<file path="src/rtl/gf2div_pkg.sv">
`timescale 1ns/1ps
package gf2div_pkg;

  typedef enum logic {
    EDGE_RISE = 1'b0,
    EDGE_FALL = 1'b1
  } edge_e;

  // even cells on the rising edge, odd cells on the falling edge
  function automatic edge_e cell_edge(input int idx);
    return (idx % 2 == 1) ? EDGE_FALL : EDGE_RISE;
  endfunction

endpackage

</file>
<file path="src/rtl/gf2div_cell.sv">
`timescale 1ns/1ps
module gf2div_cell
  import gf2div_pkg::*;
#(
  parameter edge_e EDGE = EDGE_RISE
) (
  input  logic clk_i,
  input  logic rst_ni,
  input  logic clr_i,
  input  logic b_i,
  input  logic r_in_i,
  input  logic q_in_i,
  output logic r_o,
  output logic q_fwd_o
);

  logic r_q, q_q;
  logic r_d;

  assign r_d     = r_in_i ^ (q_in_i & b_i);
  assign r_o     = r_q;
  assign q_fwd_o = q_q;

  if (EDGE == EDGE_FALL) begin : g_fall
    always_ff @(negedge clk_i or negedge rst_ni) begin
      if (!rst_ni) begin
        r_q <= 1'b0;
        q_q <= 1'b0;
      end else if (clr_i) begin
        r_q <= 1'b0;
        q_q <= 1'b0;
      end else begin
        r_q <= r_d;
        q_q <= q_in_i;
      end
    end

    assert_clr_zero_R1: assert property (@(negedge clk_i) disable iff (!rst_ni)
      clr_i |=> (!r_o && !q_fwd_o));
    assert_shift_only_R7: assert property (@(negedge clk_i) disable iff (!rst_ni)
      (!clr_i && !q_in_i) |=> (r_o == $past(r_in_i)));
  end else begin : g_rise
    always_ff @(posedge clk_i or negedge rst_ni) begin
      if (!rst_ni) begin
        r_q <= 1'b0;
        q_q <= 1'b0;
      end else if (clr_i) begin
        r_q <= 1'b0;
        q_q <= 1'b0;
      end else begin
        r_q <= r_d;
        q_q <= q_in_i;
      end
    end

    assert_clr_zero_R1: assert property (@(posedge clk_i) disable iff (!rst_ni)
      clr_i |=> (!r_o && !q_fwd_o));
    assert_shift_only_R7: assert property (@(posedge clk_i) disable iff (!rst_ni)
      (!clr_i && !q_in_i) |=> (r_o == $past(r_in_i)));
  end

endmodule

</file>
<file path="src/rtl/gf2div_ctrl.sv">
`timescale 1ns/1ps
module gf2div_ctrl #(
  parameter int N = 9,
  parameter int M = 5
) (
  input  logic clk_i,
  input  logic rst_ni,
  input  logic clr_i,
  output logic q_valid_o
);

  localparam int             CW    = $clog2(N + 3);
  localparam logic [CW-1:0]  LAST  = CW'(N + 2);
  localparam logic [CW-1:0]  FIRST = CW'(M + 1);
  localparam logic [CW-1:0]  FINAL = CW'(N + 1);

  // cnt = rising edges since clear released, saturating
  logic [CW-1:0] cnt_q;

  always_ff @(posedge clk_i or negedge rst_ni) begin
    if (!rst_ni)             cnt_q <= '0;
    else if (clr_i)          cnt_q <= '0;
    else if (cnt_q != LAST)  cnt_q <= cnt_q + 1'b1;
  end

  assign q_valid_o = (cnt_q >= FIRST) && (cnt_q <= FINAL);

  assert_clr_novalid_R4: assert property (@(posedge clk_i) disable iff (!rst_ni)
    clr_i |=> !q_valid_o);

endmodule

</file>
<file path="src/rtl/gf2div_array.sv">
`timescale 1ns/1ps
module gf2div_array
  import gf2div_pkg::*;
#(
  parameter int N = 9,
  parameter int M = 5
) (
  input  logic         clk_i,
  input  logic         rst_ni,
  input  logic         clr_i,
  input  logic         b_load_i,
  input  logic [M-1:0] b_i,
  input  logic         a_i,
  input  logic         fb_en_i,
  output logic         q_o,
  output logic         q_valid_o,
  output logic         rem_o
);

  localparam int LEAD = M - 1;

  logic [M-1:0] b_q;
  logic [M-1:0] r_w;
  logic [M-1:0] qf_w;
  logic         q_fb;

  always_ff @(posedge clk_i or negedge rst_ni) begin
    if (!rst_ni)       b_q <= '0;
    else if (b_load_i) b_q <= b_i;
  end

  // feedback selector: only the leftmost cell sees fb_en_i
  assign q_fb = fb_en_i & r_w[LEAD];

  for (genvar j = 0; j < M; j++) begin : g_cell
    logic r_in, q_in;
    if (j == 0) begin : g_in_a
      assign r_in = a_i;
    end else begin : g_in_r
      assign r_in = r_w[j-1];
    end
    if (j == LEAD) begin : g_q_fb
      assign q_in = q_fb;
    end else begin : g_q_pipe
      assign q_in = qf_w[j+1];
    end

    gf2div_cell #(
      .EDGE (cell_edge(j))
    ) u_cell (
      .clk_i   (clk_i),
      .rst_ni  (rst_ni),
      .clr_i   (clr_i),
      .b_i     (b_q[j]),
      .r_in_i  (r_in),
      .q_in_i  (q_in),
      .r_o     (r_w[j]),
      .q_fwd_o (qf_w[j])
    );
  end

  gf2div_ctrl #(
    .N (N),
    .M (M)
  ) u_ctrl (
    .clk_i     (clk_i),
    .rst_ni    (rst_ni),
    .clr_i     (clr_i),
    .q_valid_o (q_valid_o)
  );

  assign q_o   = qf_w[0];
  assign rem_o = r_w[LEAD];

  assert_b_hold_R2: assert property (@(posedge clk_i) disable iff (!rst_ni)
    !b_load_i |=> $stable(b_q));

endmodule

</file>
<file path="config.mk">
export PLATFORM = sky130hd
export DESIGN_NAME = gf2div_array
export DESIGN_NICKNAME = d
export VERILOG_FILES = /design/src/rtl/gf2div_pkg.sv /design/src/rtl/gf2div_cell.sv /design/src/rtl/gf2div_ctrl.sv /design/src/rtl/gf2div_array.sv
export SDC_FILE = /design/constraint.sdc
export NUM_CORES = 1
export LEC_CHECK = 0
export BUFFER_PORTS_ARGS = -buffer_cell sky130_fd_sc_hd__buf_2
export CELL_PAD_IN_SITES_DETAIL_PLACEMENT = 1
export CELL_PAD_IN_SITES_GLOBAL_PLACEMENT = 2
export CORE_UTILIZATION = 38
export DETAILED_ROUTE_END_ITERATION = 10
export GPL_TIMING_DRIVEN = 0
export PLACE_DENSITY_LB_ADDON = 0.1
export SLEW_MARGIN = 20
export SYNTH_ARGS = -nofsm -noshare
export SYNTH_HDL_FRONTEND = slang
export SYNTH_SLANG_ARGS = --single-unit
export TNS_END_PERCENT = 20
</file>
<file path="constraint.sdc">
create_clock -name clk_i -period 3.65 [get_ports clk_i]
set_input_delay 0.5475 -clock clk_i [delete_from_list [all_inputs] [get_ports clk_i]]
set_output_delay 0.5475 -clock clk_i [all_outputs]
set_load 0.02 [all_outputs]
</file>
== Yosys cells after proc, flatten, opt, wreduce, memory -nomap -nowiden ==
Cells that the tools add are included.

* Add/subtract/negate cells: 1
* Magnitude comparators: 2
* Eq/ne operators: 1
* Multiplexer cells: 12
* Bitwise gates (word level): 11
* Reduce and logical (&&, ||, !) cells: 2

{| class="wikitable"
|+ Operators by type and width
! operator !! number
|-
| 2-to-1 mux 1 bit || 10
|-
| 2-to-1 mux 4 bit || 2
|-
| bitwise AND 1 bit || 6
|-
| XOR 1 bit || 5
|-
| adder 4 x 1 -> 4 bit (second input constant) || 1
|-
| greater-or-equal comparator 4 x 3 -> 1 bit (second input constant) || 1
|-
| less-or-equal comparator 4 bit (second input constant) || 1
|-
| != test 4 bit (second input constant) || 1
|-
| nonzero test 2 bit || 1
|-
| logical AND 1 bit || 1
|}

* Register bits: 19
* Bits of input ports: 11
* Output and inout bits: 3
* Logic and storage cells: 41

== Longest topological paths before layout ==
* Word-level depth: 4
* Depth in mapped cells: 4
* Depth with buffers taken out: 4

== Hierarchy ==
Synthesis repeated with hierarchy kept, for this count alone.

* Cells, all modules: 66
* Area, all modules: 863.3 um^2

{| class="wikitable"
|+ Modules (own cells, without submodules)
! module !! times used !! cells an instance !! area each (um^2) !! seq. area each (um^2)
|-
| gf2div_cell || 5 || 6 || 82.6 || 50.0
|-
| gf2div_ctrl || 1 || 25 || 262.8 || 100.1
|-
| gf2div_array || 1 || 11 || 187.7 || 125.1
|}

==> qor.yml <==
run_status:
  status: "finished, final reports clean"
layout:
  post-route-util: 0.480
  antenna_cells: 0
  multi_input_comb_area_um2: 359
  regArea_um2: 475
  design_area_um2: 970
  fin_cells: 111
  drive_gt1_frac: 0.310
  layout_common_cells: "dfrtp_1, buf_2, nor2b_1, nand3b_1, mux2_1"
  final_common_cell: "dfrtp_1"
  fillers: 230
  final_net_count: 98
  syn2layout_area_growth_pct: 15.0
power:
  p_clk_frac: 0.285
  power.total_mw: 0.366
  p_sw_mw: 0.0875
  p_leak_nw: 0.462
  p_sw_frac: 0.239
  p_int_mw: 0.279
  p_per_area_mw_per_mm2: 378
  p_comb_frac: 0.090
  peakVddDrop_uv: 219
  power_frac_seq: 0.625
route:
  ant_nets: 0
  dr.pass1.iters: 2
  wl_per_cell_um: 12.5
  wirelength_um: 1390
  via_per_inst: 5.03
  vias: 558
  initialDrtViolationCount: 3
  drc_errors: 0
sta:
  maxSlewViolCount: 0
  finalClockSkew_ns: 0.00553
  postLayoutSetupSlackWorst_ns: 0.926
  slew_headroom: 0.719
  hold_slack_ns: 0.166
  fin_setup_tns_ns: 0
  finalSetupViolations: 0
  tightest_slew_ns: 0.422
  hold_violations: 0
  rsz0062_at_grt: "false"
critical_path:
  cp_slowest_stage_delay_ns: 0.25
  reg2reg_to: "g_cell[4].u_cell.r_o$_DFF_PN0_"
  crit_path_top_delay_cell: "buf_2"
  arrival_ns: 1.03
  worstSetupPathType: "primary input to register"
  reg2regPathDepth: 2
  critPathMostFrequentCell: "buf_2"
  cp_data_required_time_ns: 1.96
  startpoint_type: "primary input"
  regToRegSetupSlack_ns: 1.00
  crit_chain: "buf_2 -> buf_2 -> a21oi_1"
  crit_fanout: 10
  cp-end-kind: "register"
  r2r-start: "g_cell[3].u_cell.r_o$_DFF_NN0_"
yosys:
  syn-cell-area_um2: 843
  ys_types: 22
  async_flop_share: 1.00
  ys_ff_latch: 19
  synth.avg_cell_area_um2: 12.6
  yosysSeqAreaShare: 0.564
  yosys_warnings: 0
  synth_cells: 67
  synth_edf_count: 0
  ys.flop_type: "dfrtp_1"
  syn_nets: 80
clock_tree:
  clockBufferDepth: 2
  cts-resized-gates: 0
  cts_tree: "built"
  cts-root-buf: "clkbuf_4"
  clock_latency_ns: 0.29
  cts_hold_buf: 0
  htree_num_levels: 1
  cts_setup_buffers: 0
  clock_sinks: 19
  cts_buffers: 3
  clk_pin_slew_worst_paths_ns: 0.11
global_routing:
  grt.total_usage: 0.151
  grt_first_pass_wirelength_um: 2730
  antenna_found_initial: 0
  grt_max_degree: 20
  grt_overflow: 0
  grt_pass1_vias: 630
die:
  die_area_mm2: 0.00241
  die_x_um: 49.1
  die_h_um: 49.1
  initial_utilization: 0.417
  core_mm2: 0.00202
  num_rows: 16
  num_io_pins: 14
place:
  dp_hpwl_um: 1020
  place.gp.congestion: 0.649
  postPlaceCellArea_um2: 942
  place_worst_setup_slack_ns: 0.590
  port_buffers: 13
  place_inst: 107
hold_path:
  min_path_type: "primary input to asynchronous set/reset pin"
flow_run:
  cap_violations: 0
## layout make-up
cell class	instances	share of cell area
clock inverter	1	0.00516
inverter	1	0.00387
sequential	19	0.490
tap	27	0.0348
buffer	1	0.00516
clock buffer	3	0.0232
multi-input combinational	46	0.370
timing repair buffer	13	0.0671
## synth_stat cells, types with 2 or more instances
cell type	count	area (um^2)
a21bo_2	4	40.0
a21oi_1	4	20.0
dfrtn_1	4	100
dfrtp_1	15	375
ha_1	2	25.0
mux2_1	5	56.3
mux2_2	2	22.5
nand3_1	2	10.0
nand3b_1	6	45.0
nor2_1	4	15.0
nor2b_1	8	50.1
## registers in the layout (all words and copies together), names as in the netlist
signal                 cells
g_cell.u_cell.q_fwd_o      5
b_q                        5
g_cell.u_cell.r_o          5
u_ctrl.cnt_q               4
## critical path, delay by kind of cell
kind	cells	cell delay (ns)
buffers and inverters	2	0.41
AO/OA/AOI/OAI	1	0.08
## per-layer routing
| layer | GRT usage | wire (um) | share of wire | vias up |
|---|---|---|---|---|
| met5 | 0 | 0 | 0 | - |
| met1 | 0.186 | 640 | 0.46 | 279 |
| met3 | 0.0561 | 59 | 0.043 | 2 |
| met2 | 0.247 | 674 | 0.49 | 9 |
| li1 | - | - | - | 268 |
| met4 | 0.0441 | 13 | 0.0094 | 0 |
## cells by family after synthesis
group                    synth area share
flip-flops                          0.564
buffers and inverters              0.0104
AND/OR/NAND/NOR                     0.188
adder cells (fa/ha/maj)            0.0297
AO/OA/AOI/OAI                      0.0964
multiplexers                        0.111
## how the worst max path moves through the flow
stage,start,to,slack [ns],cells past startpoint
floorplan,clr_i,g_cell[1].u_cell.q_fwd_o$_DFF_NN0_,0.90,2
global placement,clr_i,g_cell[3].u_cell.r_o$_DFF_NN0_,0.59,3
detailed placement,clr_i,g_cell[3].u_cell.r_o$_DFF_NN0_,0.59,3
CTS,clr_i,g_cell[3].u_cell.r_o$_DFF_NN0_,0.91,3
global route,clr_i,g_cell[3].u_cell.r_o$_DFF_NN0_,0.88,3
finish,clr_i,g_cell[3].u_cell.r_o$_DFF_NN0_,0.93,3
## power by group through the flow
stage	sequential [mW]	clock, mW	combinational (mW)
2_1_floorplan	0.231	0	0.0191
3_3_place_gp	0.233	0	0.0329
3_5_place_dp	0.233	0	0.0344
4_1_cts	0.229	0.113	0.0345
5_1_grt	0.231	0.122	0.0379
6_report	0.229	0.104	0.0330
(Power assumes the default switching activity.)
